===== config.mk =====
export PLATFORM = sky130hd
export DESIGN_NAME = cas_sf_capture
export DESIGN_NICKNAME = d
export VERILOG_FILES = /design/src/rtl/cas_cap_pkg.sv /design/src/rtl/cas_frame_track.sv /design/src/rtl/cas_nib_deser.sv /design/src/rtl/cas_ram_write.sv /design/src/rtl/cas_sf_capture.sv
export SDC_FILE = /design/constraint.sdc
export NUM_CORES = 1
export LEC_CHECK = 0
export CELL_PAD_IN_SITES_DETAIL_PLACEMENT = 0
export CELL_PAD_IN_SITES_GLOBAL_PLACEMENT = 1
export CORE_MARGIN = 2
export CORE_UTILIZATION = 40
export CTS_CLUSTER_SIZE = 24
export DETAILED_ROUTE_END_ITERATION = 10
export PLACE_DENSITY = 0.81
export SETUP_SLACK_MARGIN = 0.15
export SYNTH_ARGS = -nofsm -noshare
export SYNTH_HDL_FRONTEND = slang
export SYNTH_SLANG_ARGS = --single-unit

===== constraint.sdc =====
create_clock -name clk -period 1.95 [get_ports clk]
set_input_delay 0.2925 -clock clk [delete_from_list [all_inputs] [get_ports clk]]
set_output_delay 0.2925 -clock clk [all_outputs]
set_load 0.005 [all_outputs]

===== src/rtl/cas_cap_pkg.sv =====
package cas_cap_pkg;

   typedef enum logic {
      FMT_ESF = 1'b0,
      FMT_E1  = 1'b1
   } trunk_fmt_e;

   function automatic int unsigned max_u(int unsigned a, int unsigned b);
      return (a > b) ? a : b;
   endfunction

   function automatic int unsigned width_of(int unsigned n);
      return (n <= 2) ? 1 : $clog2(n);
   endfunction

endpackage


===== src/rtl/cas_frame_track.sv =====
module cas_frame_track
   import cas_cap_pkg::*;
#(
   parameter int unsigned ESF_FRAMES = 24,
   parameter int unsigned E1_FRAMES  = 16,
   localparam int unsigned FRM_W = width_of(max_u(ESF_FRAMES, E1_FRAMES))
) (
   input  logic             clk,
   input  logic             rst_n,
   input  trunk_fmt_e       fmt,
   input  logic             frame_sync,
   input  logic             sf_sync,
   output logic             in_last,
   output logic             aligned,
   output logic             sync_err
);

   localparam logic [FRM_W-1:0] ESF_LAST = FRM_W'(ESF_FRAMES - 1);
   localparam logic [FRM_W-1:0] E1_LAST  = FRM_W'(E1_FRAMES - 1);
   localparam int unsigned      FRM_MAX  = max_u(ESF_FRAMES, E1_FRAMES);

   logic [FRM_W-1:0] frm_q;
   logic [FRM_W-1:0] last_idx;
   logic             aligned_q;
   logic             err_q;

   assign last_idx = (fmt == FMT_E1) ? E1_LAST : ESF_LAST;

   always_ff @(posedge clk) begin
      if (!rst_n) begin
         frm_q     <= '0;
         aligned_q <= 1'b0;
         err_q     <= 1'b0;
      end else begin
         err_q <= 1'b0;
         if (frame_sync) begin
            if (sf_sync) begin
               err_q     <= aligned_q && (frm_q != last_idx);
               frm_q     <= '0;
               aligned_q <= 1'b1;
            end else if (aligned_q) begin
               frm_q <= (frm_q >= last_idx) ? '0 : frm_q + 1'b1;
            end
         end
      end
   end

   assign in_last  = aligned_q && (frm_q == last_idx);
   assign aligned  = aligned_q;
   assign sync_err = err_q;

   assert_err_needs_sync_R6: assert property (@(posedge clk) disable iff (!rst_n)
      sync_err |-> $past(sf_sync && frame_sync));

   assert_frame_bound_R9: assert property (@(posedge clk) disable iff (!rst_n)
      aligned |-> (int'(frm_q) < FRM_MAX));

   assert_sync_restarts_R2: assert property (@(posedge clk) disable iff (!rst_n)
      (frame_sync && sf_sync) |=> (frm_q == '0) && aligned_q);

endmodule


===== src/rtl/cas_nib_deser.sv =====
module cas_nib_deser
   import cas_cap_pkg::*;
#(
   parameter int unsigned N_TRUNKS  = 4,
   parameter int unsigned NIB_W     = 4,
   parameter int unsigned ESF_CHANS = 24,
   parameter int unsigned E1_CHANS  = 32,
   localparam int unsigned CH_W  = width_of(max_u(ESF_CHANS, E1_CHANS)),
   localparam int unsigned TRK_W = width_of(N_TRUNKS + 1),
   localparam int unsigned BIT_W = width_of(NIB_W)
) (
   input  logic             clk,
   input  logic             rst_n,
   input  trunk_fmt_e       fmt,
   input  logic             frame_sync,
   input  logic             sig_vld,
   input  logic             sig_data,
   output logic             nib_done,
   output logic [NIB_W-1:0] nib_val,
   output logic [CH_W-1:0]  nib_ch,
   output logic [TRK_W-1:0] nib_trk
);

   localparam logic [BIT_W-1:0] BIT_LAST = BIT_W'(NIB_W - 1);
   localparam logic [TRK_W-1:0] TRK_END  = TRK_W'(N_TRUNKS);

   logic [NIB_W-1:0] sh_q;
   logic [BIT_W-1:0] bit_q;
   logic [CH_W-1:0]  ch_q;
   logic [TRK_W-1:0] trk_q;
   logic [CH_W-1:0]  ch_last;
   logic             word_end;
   logic             trk_live;

   assign ch_last  = (fmt == FMT_E1) ? CH_W'(E1_CHANS - 1) : CH_W'(ESF_CHANS - 1);
   assign word_end = sig_vld && !frame_sync && (bit_q == BIT_LAST);
   assign trk_live = (trk_q < TRK_END);

   always_ff @(posedge clk) begin
      if (!rst_n) begin
         sh_q  <= '0;
         bit_q <= '0;
         ch_q  <= '0;
         trk_q <= '0;
      end else if (frame_sync) begin
         sh_q  <= '0;
         bit_q <= '0;
         ch_q  <= '0;
         trk_q <= '0;
      end else if (sig_vld) begin
         sh_q <= {sh_q[NIB_W-2:0], sig_data};
         if (bit_q == BIT_LAST) begin
            bit_q <= '0;
            if (trk_live) begin
               if (ch_q >= ch_last) begin
                  ch_q  <= '0;
                  trk_q <= trk_q + 1'b1;
               end else begin
                  ch_q <= ch_q + 1'b1;
               end
            end
         end else begin
            bit_q <= bit_q + 1'b1;
         end
      end
   end

   assign nib_done = word_end && trk_live;
   assign nib_val  = {sh_q[NIB_W-2:0], sig_data};
   assign nib_ch   = ch_q;
   assign nib_trk  = trk_q;

   assert_frame_restart_R10: assert property (@(posedge clk) disable iff (!rst_n)
      frame_sync |=> (bit_q == '0) && (ch_q == '0) && (trk_q == '0));

   assert_trunk_bound_R3: assert property (@(posedge clk) disable iff (!rst_n)
      trk_q <= TRK_END);

endmodule


===== src/rtl/cas_ram_write.sv =====
module cas_ram_write
   import cas_cap_pkg::*;
#(
   parameter int unsigned N_TRUNKS  = 4,
   parameter int unsigned NIB_W     = 4,
   parameter int unsigned ESF_CHANS = 24,
   parameter int unsigned E1_CHANS  = 32,
   localparam int unsigned CH_W   = width_of(max_u(ESF_CHANS, E1_CHANS)),
   localparam int unsigned TRK_W  = width_of(N_TRUNKS + 1),
   localparam int unsigned TRK_AW = (N_TRUNKS > 1) ? $clog2(N_TRUNKS) : 0,
   localparam int unsigned ADDR_W = TRK_AW + CH_W - 1
) (
   input  logic               clk,
   input  logic               rst_n,
   input  trunk_fmt_e         fmt,
   input  logic               in_last,
   input  logic               nib_done,
   input  logic [NIB_W-1:0]   nib_val,
   input  logic [CH_W-1:0]    nib_ch,
   input  logic [TRK_W-1:0]   nib_trk,
   output logic               ram_we,
   output logic [ADDR_W-1:0]  ram_addr,
   output logic [2*NIB_W-1:0] ram_wdata,
   output logic [1:0]         ram_nib_en,
   output logic [N_TRUNKS-1:0] cap_done
);

   logic                wr;
   logic [ADDR_W-1:0]   addr_c;
   logic [CH_W-1:0]     ch_last;
   logic [N_TRUNKS-1:0] done_c;

   logic                we_q;
   logic [ADDR_W-1:0]   addr_q;
   logic [2*NIB_W-1:0]  data_q;
   logic [1:0]          en_q;
   logic [N_TRUNKS-1:0] done_q;

   assign wr      = nib_done && in_last;
   assign ch_last = (fmt == FMT_E1) ? CH_W'(E1_CHANS - 1) : CH_W'(ESF_CHANS - 1);

   generate
      if (N_TRUNKS == 1) begin : g_single
         assign addr_c = nib_ch[CH_W-1:1];
      end else begin : g_multi
         assign addr_c = {nib_trk[TRK_AW-1:0], nib_ch[CH_W-1:1]};
      end
   endgenerate

   generate
      for (genvar t = 0; t < N_TRUNKS; t++) begin : g_done
         assign done_c[t] = wr && (nib_trk == TRK_W'(t)) && (nib_ch == ch_last);
      end
   endgenerate

   always_ff @(posedge clk) begin
      if (!rst_n) begin
         we_q   <= 1'b0;
         addr_q <= '0;
         data_q <= '0;
         en_q   <= '0;
         done_q <= '0;
      end else begin
         we_q   <= wr;
         done_q <= done_c;
         if (wr) begin
            addr_q <= addr_c;
            data_q <= {nib_val, nib_val};
            en_q   <= nib_ch[0] ? 2'b10 : 2'b01;
         end
      end
   end

   assign ram_we     = we_q;
   assign ram_addr   = addr_q;
   assign ram_wdata  = data_q;
   assign ram_nib_en = en_q;
   assign cap_done   = done_q;

   assert_one_lane_R4: assert property (@(posedge clk) disable iff (!rst_n)
      ram_we |-> ($countones(ram_nib_en) == 1));

   assert_done_onehot_R8: assert property (@(posedge clk) disable iff (!rst_n)
      $onehot0(cap_done));

   assert_done_with_write_R8: assert property (@(posedge clk) disable iff (!rst_n)
      (|cap_done) |-> ram_we);

   assert_single_pulse_R5: assert property (@(posedge clk) disable iff (!rst_n)
      ram_we |=> !ram_we);

endmodule


===== src/rtl/cas_sf_capture.sv =====
module cas_sf_capture
   import cas_cap_pkg::*;
#(
   parameter int unsigned N_TRUNKS   = 4,
   parameter int unsigned NIB_W      = 4,
   parameter int unsigned ESF_CHANS  = 24,
   parameter int unsigned E1_CHANS   = 32,
   parameter int unsigned ESF_FRAMES = 24,
   parameter int unsigned E1_FRAMES  = 16,
   localparam int unsigned CH_W   = width_of(max_u(ESF_CHANS, E1_CHANS)),
   localparam int unsigned TRK_W  = width_of(N_TRUNKS + 1),
   localparam int unsigned TRK_AW = (N_TRUNKS > 1) ? $clog2(N_TRUNKS) : 0,
   localparam int unsigned ADDR_W = TRK_AW + CH_W - 1
) (
   input  logic                clk,
   input  logic                rst_n,
   input  logic                fmt_e1,
   input  logic                frame_sync,
   input  logic                sf_sync,
   input  logic                sig_vld,
   input  logic                sig_data,
   output logic                ram_we,
   output logic [ADDR_W-1:0]   ram_addr,
   output logic [2*NIB_W-1:0]  ram_wdata,
   output logic [1:0]          ram_nib_en,
   output logic [N_TRUNKS-1:0] cap_done,
   output logic                sync_err
);

   generate
      if (N_TRUNKS < 1 || N_TRUNKS > 4) begin : g_bad_trunks
         $error("N_TRUNKS must lie in 1..4");
      end
      if (NIB_W < 2) begin : g_bad_nib
         $error("NIB_W must be at least 2");
      end
      if (ESF_CHANS < 2 || E1_CHANS < 2) begin : g_bad_chans
         $error("channel counts must be at least 2");
      end
      if (ESF_FRAMES < 2 || E1_FRAMES < 2) begin : g_bad_frames
         $error("frame counts must be at least 2");
      end
   endgenerate

   trunk_fmt_e       fmt;
   logic             in_last;
   logic             aligned;
   logic             nib_done;
   logic [NIB_W-1:0] nib_val;
   logic [CH_W-1:0]  nib_ch;
   logic [TRK_W-1:0] nib_trk;

   assign fmt = trunk_fmt_e'(fmt_e1);

   cas_frame_track #(
      .ESF_FRAMES (ESF_FRAMES),
      .E1_FRAMES  (E1_FRAMES)
   ) u_track (
      .clk        (clk),
      .rst_n      (rst_n),
      .fmt        (fmt),
      .frame_sync (frame_sync),
      .sf_sync    (sf_sync),
      .in_last    (in_last),
      .aligned    (aligned),
      .sync_err   (sync_err)
   );

   cas_nib_deser #(
      .N_TRUNKS  (N_TRUNKS),
      .NIB_W     (NIB_W),
      .ESF_CHANS (ESF_CHANS),
      .E1_CHANS  (E1_CHANS)
   ) u_deser (
      .clk        (clk),
      .rst_n      (rst_n),
      .fmt        (fmt),
      .frame_sync (frame_sync),
      .sig_vld    (sig_vld),
      .sig_data   (sig_data),
      .nib_done   (nib_done),
      .nib_val    (nib_val),
      .nib_ch     (nib_ch),
      .nib_trk    (nib_trk)
   );

   cas_ram_write #(
      .N_TRUNKS  (N_TRUNKS),
      .NIB_W     (NIB_W),
      .ESF_CHANS (ESF_CHANS),
      .E1_CHANS  (E1_CHANS)
   ) u_write (
      .clk        (clk),
      .rst_n      (rst_n),
      .fmt        (fmt),
      .in_last    (in_last),
      .nib_done   (nib_done),
      .nib_val    (nib_val),
      .nib_ch     (nib_ch),
      .nib_trk    (nib_trk),
      .ram_we     (ram_we),
      .ram_addr   (ram_addr),
      .ram_wdata  (ram_wdata),
      .ram_nib_en (ram_nib_en),
      .cap_done   (cap_done)
   );

   assert_no_write_unaligned_R1: assert property (@(posedge clk) disable iff (!rst_n)
      ram_we |-> aligned);

   assert_addr_in_region_R4: assert property (@(posedge clk) disable iff (!rst_n)
      ram_we |-> (int'(ram_addr) < N_TRUNKS * (1 << (CH_W - 1))));

   assert_err_no_write_R6: assert property (@(posedge clk) disable iff (!rst_n)
      sync_err |-> !ram_we);

endmodule


# ---- After elaboration in Yosys (flattened, before gate mapping)
# Cells that the tools add are included.
dict set report word_totals {
  reg_bits 41
  inputBits 7
  out_inout_bits 22
}
dict set report classes {
  add_sub_neg 4
  order_cmp 3
  eq_ne 7
  n_mux 8
  bitwise_logic 1
  n_reduce_logical 23
}
# op count
set ops {}
lappend ops {{two-way mux 5 bit} 5}
lappend ops {{logical AND 1 bit} 14}
lappend ops {{adder 5 x 1 -> 5 bit, second input constant} 2}
lappend ops {{equality test 5 bit} 2}
lappend ops {{>= comparator 5 bit} 2}
lappend ops {{equality test 3 x 2 -> 1 bit, second input constant} 2}
lappend ops {{AND reduction 3 bit} 2}
lappend ops {{!= test 5 bit} 1}
lappend ops {{two-way mux 2 bit} 2}
lappend ops {{two-way mux 4 bit} 1}
lappend ops {{AND reduction 2 bit} 2}
lappend ops {{AND reduction 4 bit} 1}
lappend ops {{adder 3 x 1 -> 3 bit, second input constant} 1}
lappend ops {{equality test 3 x 1 -> 1 bit, second input constant} 1}
lappend ops {{logical NOT 3 bit} 1}
lappend ops {{< comparator 3 bit, second input constant} 1}
lappend ops {{adder 2 x 1 -> 2 bit, second input constant} 1}
lappend ops {{equality test 2 bit, second input constant} 1}
lappend ops {{nonzero test 2 bit} 1}
lappend ops {{OR reduction 2 bit} 1}
lappend ops {{logical NOT 1 bit} 1}
lappend ops {{NOT 1 bit} 1}

# ---- Depth between registers and ports, before layout
# Gate-level depths: netlist (run 1).
dict set report depth {
  ltp_word 7
  ltp_mapped 7
  depth_no_buf 6
}

# ---- By module
# Synthesis (run 1) repeated with hierarchy kept, for this count alone.
dict set report hier_totals {
  cells_unflattened 192
  hier_area_um2 1816.7
}
# module n_inst cells_each area_per_inst_um2 seq_area_each_um2
set by_module_without_submodules {}
lappend by_module_without_submodules {cas_ram_write 1 74 764.5 340.3}
lappend by_module_without_submodules {cas_nib_deser 1 70 643.1 260.2}
lappend by_module_without_submodules {cas_frame_track 1 48 409.1 140.1}

# ---- Worst setup path after synthesis (run 1)
# No wires, ideal clock.
dict set report synth_timing {
  path_kind {input-to-reg}
  start {in fmt_e1}
  end {reg u_track.frm_q[3]}
  arrival_ns 1.495
  t_required_ns 1.862
  slack_ns 0.367
  stages 5
  n_path_buf 0
  path_cell_list {ha_1 > a211o_1 > a41oi_2 > nand2b_1 > o32ai_2}
}
dict set report synth_via {
  elab_chain_cells 5
}
# element line_no
set synth_rtl {}
lappend synth_rtl {{from (decl)} cas_sf_capture.sv:17} ;# input logic fmt_e1,
lappend synth_rtl {{two-way mux 5 bit} cas_frame_track.sv:27} ;# assign last_idx = (fmt == FMT_E1) ? E1_LAST : ESF_LAST;
lappend synth_rtl {{>= comparator 5 bit} cas_frame_track.sv:42} ;# frm_q <= (frm_q >= last_idx) ? '0 : frm_q + 1'b1;
lappend synth_rtl {{two-way mux 5 bit} cas_frame_track.sv:42}
lappend synth_rtl {{two-way mux 5 bit} cas_frame_track.sv:41} ;# end else if (aligned_q) begin
lappend synth_rtl {{two-way mux 5 bit} cas_frame_track.sv:37} ;# if (sf_sync) begin
lappend synth_rtl {{to (signal assigned)} cas_frame_track.sv:42}
lappend synth_rtl {{to (decl)} cas_frame_track.sv:22} ;# logic [FRM_W-1:0] frm_q;
# No other way between the ends. The select of a mux whose other input is x is not followed.
# A chain may end at the register's enable or synchronous reset.

# ---- Final worst setup path (run 1)
dict set report layout_timing {
  start {reg u_track.frm_q[4]}
  end {reg u_track.frm_q[3]}
}
dict set report layout_via {
  elab_chain_cells 4
}
# element line_no
set layout_rtl {}
lappend layout_rtl {{>= comparator 5 bit} cas_frame_track.sv:42}
lappend layout_rtl {{two-way mux 5 bit} cas_frame_track.sv:42}
lappend layout_rtl {{two-way mux 5 bit} cas_frame_track.sv:41}
lappend layout_rtl {{two-way mux 5 bit} cas_frame_track.sv:37}
# No other way between the ends. The select of a mux whose other input is x is not followed.

==> reports/metrics.csv, run 1 <==
metric,value,unit
hold_sp,u_write.ram_addr[1]$_SDFFE_PN0N_,
hold buffers post-CTS,0,
top post-synthesis cells by area,"dfxtp_1 43%, ha_1 8.0%, nand2_1 6.5%",
row count,23,
vias,1391,
Fin Clk Skew,5.086,ps
clock-pin slew on the worst setup and hold paths,70,ps
critical path's slowest cell,dfxtp_1,
drt pass-1 iters,4,
WL/cell,13.19,µm
worst slew pin tran,472.7,ps
VDD IR max,0.3525,mV
library cells used by synthesis,36,
# Post-CTS Setup Buffers,0,
first-pass GRT wire length,5761,µm
Die ar.,4848,µm²
Post-synth EDFFs,0,
cells after synthesis,183,
fillers,405,
register area share after synthesis,42.99,%
Yosys top cell area share,42.99,%
share of post-route cells with drive strength above 1,15.91,%
sw frac,20.82,%
Main synth FF type,dfxtp_1,
clock tree sinks,37,
Setup CP Type,reg -> reg,
chip height,69.63,µm
CTS Root Cell,clkbuf_8,
Hold Crit Endpoint,u_write.ram_addr[1]$_SDFFE_PN0N_,
simple logic cell fraction of the synthesized area,21.35,%
H-tree levels,2,
largest area contributor in the netlist,dfxtp_1,
internal power,1.079,mW
required time of the worst setup path,2150,ps
CP Launch Point,u_track.frm_q[4]$_SDFFE_PN0P_,
Synth-to-Final Area Change,26.07,%
post-route ant nets,0,
Slew Limit Fails,0,
crit path max fanout,4,
Leak,0.8237,nW
DR DRC count,0,
grt total ovfl,0,
Chip Width,69.63,µm
Max-Cap Viols,0,
pre-CTS WS,-142.1,ps
xor/xnor share of the synthesized area,2.033,%
Worst Hold Path Cells,2,
Worst setup SP type,flip-flop,
GP Congestion,0.8458,
FMAX,0.5933,GHz
CTS tree,yes,
Post-synth top cells,"37 x dfxtp_1, 30 x nand2_1, 11 x ha_1",
RSZ-0062 raised after global routing,no,
worst hold path class,reg -> reg,
Ports,29,
drt total wl,3561,µm
final setup margin,264.6,ps
power after layout,1.363,mW
reg2reg path depth,5,
routed vias/inst,5.152,
Buffers on Ports,28,
clock buffer count from CTS,5,
PwrDens,627.6,nW/µm²
fraction of the mapped netlist area in adder cells,7.988,%
syn nets,201,
worst reg2reg path startpoint,u_track.frm_q[4]$_SDFFE_PN0P_,
Min Hold Slack,459.9,ps
latest clock arrival within the worst-skew pair,280,ps
Post-synth ARST share,0,%
WP data arrival,1890,ps
initial antenna violation count,0,
Initial DRC Count,40,
cell area after synthesis,1723,µm²
kind of cell adding the most delay to the critical path,compound AO/OA/AOI/OAI gates,
Seq pwr share,56.2,%
Final #Nets,238,
Final min period,1685,ps
Compound-Gate Fraction of Synth Area,16.05,%
worst path buffer plus inverter count,0,
relative slew slack,68.49,%
Final Hold Fails,0,
Clock power frac,38.4,%
status,"complete, no violations",
core area,4086,µm²
Starting Density,42.16,%
GRT Overall Usage,14.58,%
Final TNS setup,0,ps
Avg Inst Size Synth,9.415,µm²
"flops & latches, synth",37,
DPL Wire Length,2643,µm
r2r setup slk,260,ps
final setup vio count,0,
switching power,0.2838,mW
post-synthesis mux area share,3.486,%
Yosys warnings,0,
Gate power share,5.4,%
pin count of the biggest net entering global routing,14,
"Largest stage delay, worst path",330,ps
n_diodes,0,
vias in the first global route,1358,
CTS Buffer Depth,2,
Tcrit/Tclk final,86.43,%
combinational family with the most area after synthesis,simple AND/OR/NAND/NOR gates,
critical path cell sequence,ha_1 > a211o_1 > a41oi_2 > nand2b_1 > o32ai_2,
most common cell in the netlist,dfxtp_1,
RR Endpoint,u_track.frm_q[3]$_SDFFE_PN0P_,
Critical Path Sink Type,flip-flop,
metrics by stage:
step / instances / instance area, µm² / util (%)
6_report: 270 / 2172 / 53.15
5_1_grt: 270 / 2172 / 53.15
4_1_cts: 269 / 2156 / 52.76
3_5_place_dp: 262 / 2069 / 50.64
3_3_place_gp: 262 / 2069 / 50.64
2_1_floorplan: 183 / 1723 / -
power groups by stage:
stage,Sequential (mW),Combinational (mW),Clock (mW)
final,0.766,0.0741,0.523
after global routing,0.766,0.0818,0.573
after CTS,0.766,0.0740,0.545
after detailed placement,0.783,0.0737,0
after global placement,0.783,0.0709,0
after floorplan,0.782,0.0418,0
how the worst max path moves through the flow:
stage	end	slack, ps	cells past startpoint
5_1_grt	u_track.frm_q[3]$_SDFFE_PN0P_	210	5
4_1_cts	u_track.frm_q[3]$_SDFFE_PN0P_	150	6
3_5_place_dp	u_track.frm_q[3]$_SDFFE_PN0P_	-140	6
6_report	u_track.frm_q[3]$_SDFFE_PN0P_	260	5
2_1_floorplan	u_track.frm_q[3]$_SDFFE_PN0P_	370	5
3_3_place_gp	u_track.frm_q[3]$_SDFFE_PN0P_	-70	6
flip-flops by register name, summed over array words and instances (netlist names):
name / count
u_write.ram_wdata: 4
u_deser.nib_ch: 5
u_track.aligned: 1
u_write.ram_nib_en: 2
u_write.ram_addr: 6
u_deser.bit_q: 2
u_track.sync_err: 1
u_track.frm_q: 5
u_write.ram_we: 1
u_write.cap_done: 4
u_deser.sh_q: 3
u_deser.nib_trk: 3
placed cells by master, fill, tap and decap left out, drive strengths merged, types with 2 or more instances in the layout:
cell type and instances:
a21oi 7, buf 12, ha 11, o21ba 2
nand4 4, xor2 3, clkdlybuf4s50 27, nand2 30
nand3 7, dfxtp 37, mux2i 6, and2 5
nor2 9, and3 5, nor2b 2, clkbuf 7
nand2b 4, inv 5, a21boi 13, nor3 6
o21ai 5
cell families (layout without fill, tap and decap cells):
family | Yosys count | after routing
mux | 6 | 6
xor+xnor | 4 | 4
simple gates | 75 | 76
fa+ha+maj | 11 | 11
flops | 37 | 37
buf+inv | 16 | 52
compound gates | 34 | 34
what timing repair did:
action	4_1_cts	5_1_grt
endpoints found under the hold margin	0	0
resized for setup	0	5
setup endpoints to repair	0	17
worst min-delay path: stages, from the launching register on:
cell      delay [ps]
dfxtp_1          310
nand2_1           60
a21boi_2          40
metal layers:
layer  part of all wire (%)  track usage [%]  up-vias
met5                      0                0        -
met4                    2.2            6.838        0
met3                    4.2            3.343        9
met2                     51            27.14       31
met1                     43            15.41      651
li1                       -                -      700
cell type report:
class	instances	area (µm²)	area share, %
sequential	37	740.7	34.10
tap	50	62.56	2.880
inverter	5	18.77	0.8641
multi-input combinational	131	887.1	40.84
clock buffer	7	86.33	3.975
timing repair buffer	40	376.6	17.34
Note: power is estimated with default switching activity, not from simulation.
==> inputs of run 2 (changes only) <==
- CORE_ASPECT_RATIO: not set -> 2
==> run 2 against run 1 <==
  * Maximum frequency grew 0.71%
  * Non-clock buffer count grew 1
  * Clock power is 49% higher
  * Clock-buffer cell count is 2 lower
  * Global-route usage grew 1.9 points
  * Critical endpoint unchanged
  * Sequential share of layout area shrank 0.86 points
==> reports/metrics.csv, run 2 (synthesized netlist as in run 1, its figures left out) <==
metric,value,unit,change
Final Hold Fails,0,,unchanged
WL/cell,13.41,µm,+1.7%
Chip Width,50.41,µm,-28%
H-tree levels,2,,unchanged
CTS Buffer Depth,2,,unchanged
Max-Cap Viols,0,,unchanged
share of post-route cells with drive strength above 1,16.29,%,+0.38 points
clock tree sinks,37,,unchanged
final instance area,2228,µm²,+2.6%
FMAX,0.5976,GHz,+0.71%
vias,1435,,+3.2%
worst reg2reg path startpoint,u_track.frm_q[4]$_SDFFE_PN0P_,,
DPL Wire Length,2819,µm,+6.7%
CP Launch Point,u_track.frm_q[4]$_SDFFE_PN0P_,,
Final #Nets,238,,unchanged
pin count of the biggest net entering global routing,14,,unchanged
drt pass-1 iters,5,,+1
hold_sp,u_write.ram_addr[1]$_SDFFE_PN0N_,,
RSZ-0062 raised after global routing,no,,
sw frac,19.40,%,-1.4 points
crit path max fanout,3,,-1
routed vias/inst,5.256,,+2.0%
PwrDens,728.9,nW/µm²,+16%
latest clock arrival within the worst-skew pair,290,ps,about the same
"commonest non-fill, non-tap cells in the layout","37 x dfxtp_1, 30 x nand2_1, 27 x clkdlybuf4s50_1, 13 x buf_4, 10 x ha_1",,
clock-pin slew on the worst setup and hold paths,70,ps,about the same
worst slew pin tran,452.8,ps,-19.89 ps
status,"complete, no violations",,
switching power,0.3151,mW,+11%
worst hold path class,reg -> reg,,
internal power,1.309,mW,+21%
relative slew slack,69.61,%,+1.1 points
reg2reg path depth,5,,unchanged
Layout Cells excl Fill,273,,+1.1%
DR DRC count,0,,unchanged
pre-CTS WS,-200.6,ps,-58.44 ps
Die ar.,4880,µm²,+0.65%
row count,33,,+43%
clock buffer count from CTS,5,,unchanged
Final Core Density,53.97,%,+0.82 points
Worst setup SP type,flip-flop,,
final setup margin,276.6,ps,+11.93 ps
n_diodes,0,,unchanged
Gate power share,4.8,%,-0.6 points
Slew Limit Fails,0,,unchanged
chip height,96.82,µm,+39%
required time of the worst setup path,2160,ps,about the same
RR Endpoint,u_track.frm_q[3]$_SDFFE_PN0P_,,
drt total wl,3661,µm,+2.8%
initial antenna violation count,0,,unchanged
CTS Root Cell,clkbuf_8,,
VDD IR max,0.6975,mV,+98%
"most common cell after layout, fill and taps aside",dfxtp_1,,
power after layout,1.624,mW,+19%
Critical Path Sink Type,flip-flop,,
Seq pwr share,47.2,%,-9.0 points
CTS tree,yes,,
Final TNS setup,0,ps,unchanged
final setup vio count,0,,unchanged
post-route ant nets,0,,unchanged
Initial DRC Count,18,,-55%
r2r setup slk,280,ps,about the same
Placement Cell Area,2072,µm²,+0.12%
placed cell count,264,,+0.76%
vias in the first global route,1411,,+3.9%
Largest register FFs,6,,unchanged
GP Congestion,0.7662,,-9.4%
Starting Density,41.73,%,-0.43 points
Worst Setup EP,u_track.frm_q[3]$_SDFFE_PN0P_,,
Fin Clk Skew,12.63,ps,+7.542 ps
Leak,0.8450,nW,+2.6%
core area,4129,µm²,+1.0%
Min Hold Slack,459.0,ps,-0.8480 ps
grt total ovfl,0,,unchanged
Ports,29,,unchanged
first-pass GRT wire length,6223,µm,+8.0%
Synth-to-Final Area Change,29.34,%,
Final min period,1673,ps,-11.93 ps
GRT Overall Usage,16.48,%,+1.9 points
Setup CP Type,reg -> reg,,
Buffers on Ports,28,,unchanged
Clock power frac,48.0,%,+9.6 points
WP data arrival,1880,ps,about the same
Tcrit/Tclk final,85.82,%,-0.61 points
-- run 2: worst max-delay path, stage by stage, from the launching register on --
cell and delay (ps):
dfxtp_1 400, ha_4 230, a211o_1 320, a41oi_2 230, nand2b_1 140, o32ai_2 250
-- run 2: cell type report --
cell class	instances	area, µm²
clock buffer	5	68.82
tap	52	65.06
multi-input combinational	130	889.6
timing repair buffer	41	380.4
clock inverter	3	65.06
inverter	5	18.77
fill	397	1901
sequential	37	740.7
-- run 2: metal layers --
metal | wire length (µm) | share of wire, % | track usage (%)
met1 | 1360 | 37 | 15.57
met2 | 2078 | 57 | 31.38
met3 | 134 | 3.7 | 3.704
met4 | 88 | 2.4 | 7.900
met5 | 0 | 0 | 0
-- run 2: repair_timing --
action / in CTS / in global routing
pin swaps: 1 / 3
hold buffers: 0 / 0
gates resized for setup: 0 / 3
cloned: 0 / 0
setup endpoints to repair: 2 / 7
setup buffers: 1 / 0
-- run 2: worst min-delay path by stage --
stage | to | slack, ps | cells after the start
CTS | u_write.ram_addr[1]$_SDFFE_PN0N_ | 460 | 2
floorplan | u_track.sync_err$_SDFF_PN0_ | 430 | 2
finish | u_write.ram_addr[1]$_SDFFE_PN0N_ | 460 | 2
global placement | u_write.ram_addr[1]$_SDFFE_PN0N_ | 450 | 2
global route | u_write.ram_addr[4]$_SDFFE_PN0N_ | 480 | 2
detailed placement | u_write.ram_addr[1]$_SDFFE_PN0N_ | 450 | 2
-- run 2: power groups by stage --
stage | Combinational (mW) | Sequential, mW | Clock, mW
2_1_floorplan | 0.0418 | 0.782 | 0
6_report | 0.0779 | 0.766 | 0.780
4_1_cts | 0.0774 | 0.766 | 0.795
5_1_grt | 0.0862 | 0.767 | 0.821
3_5_place_dp | 0.0757 | 0.784 | 0
3_3_place_gp | 0.0715 | 0.783 | 0
==> inputs of run 3 (changes only) <==
- GPL_ROUTABILITY_DRIVEN: not set -> 0
==> results of run 3 <==
No change in the layout: final DEF, timing and power equal those of run 2.
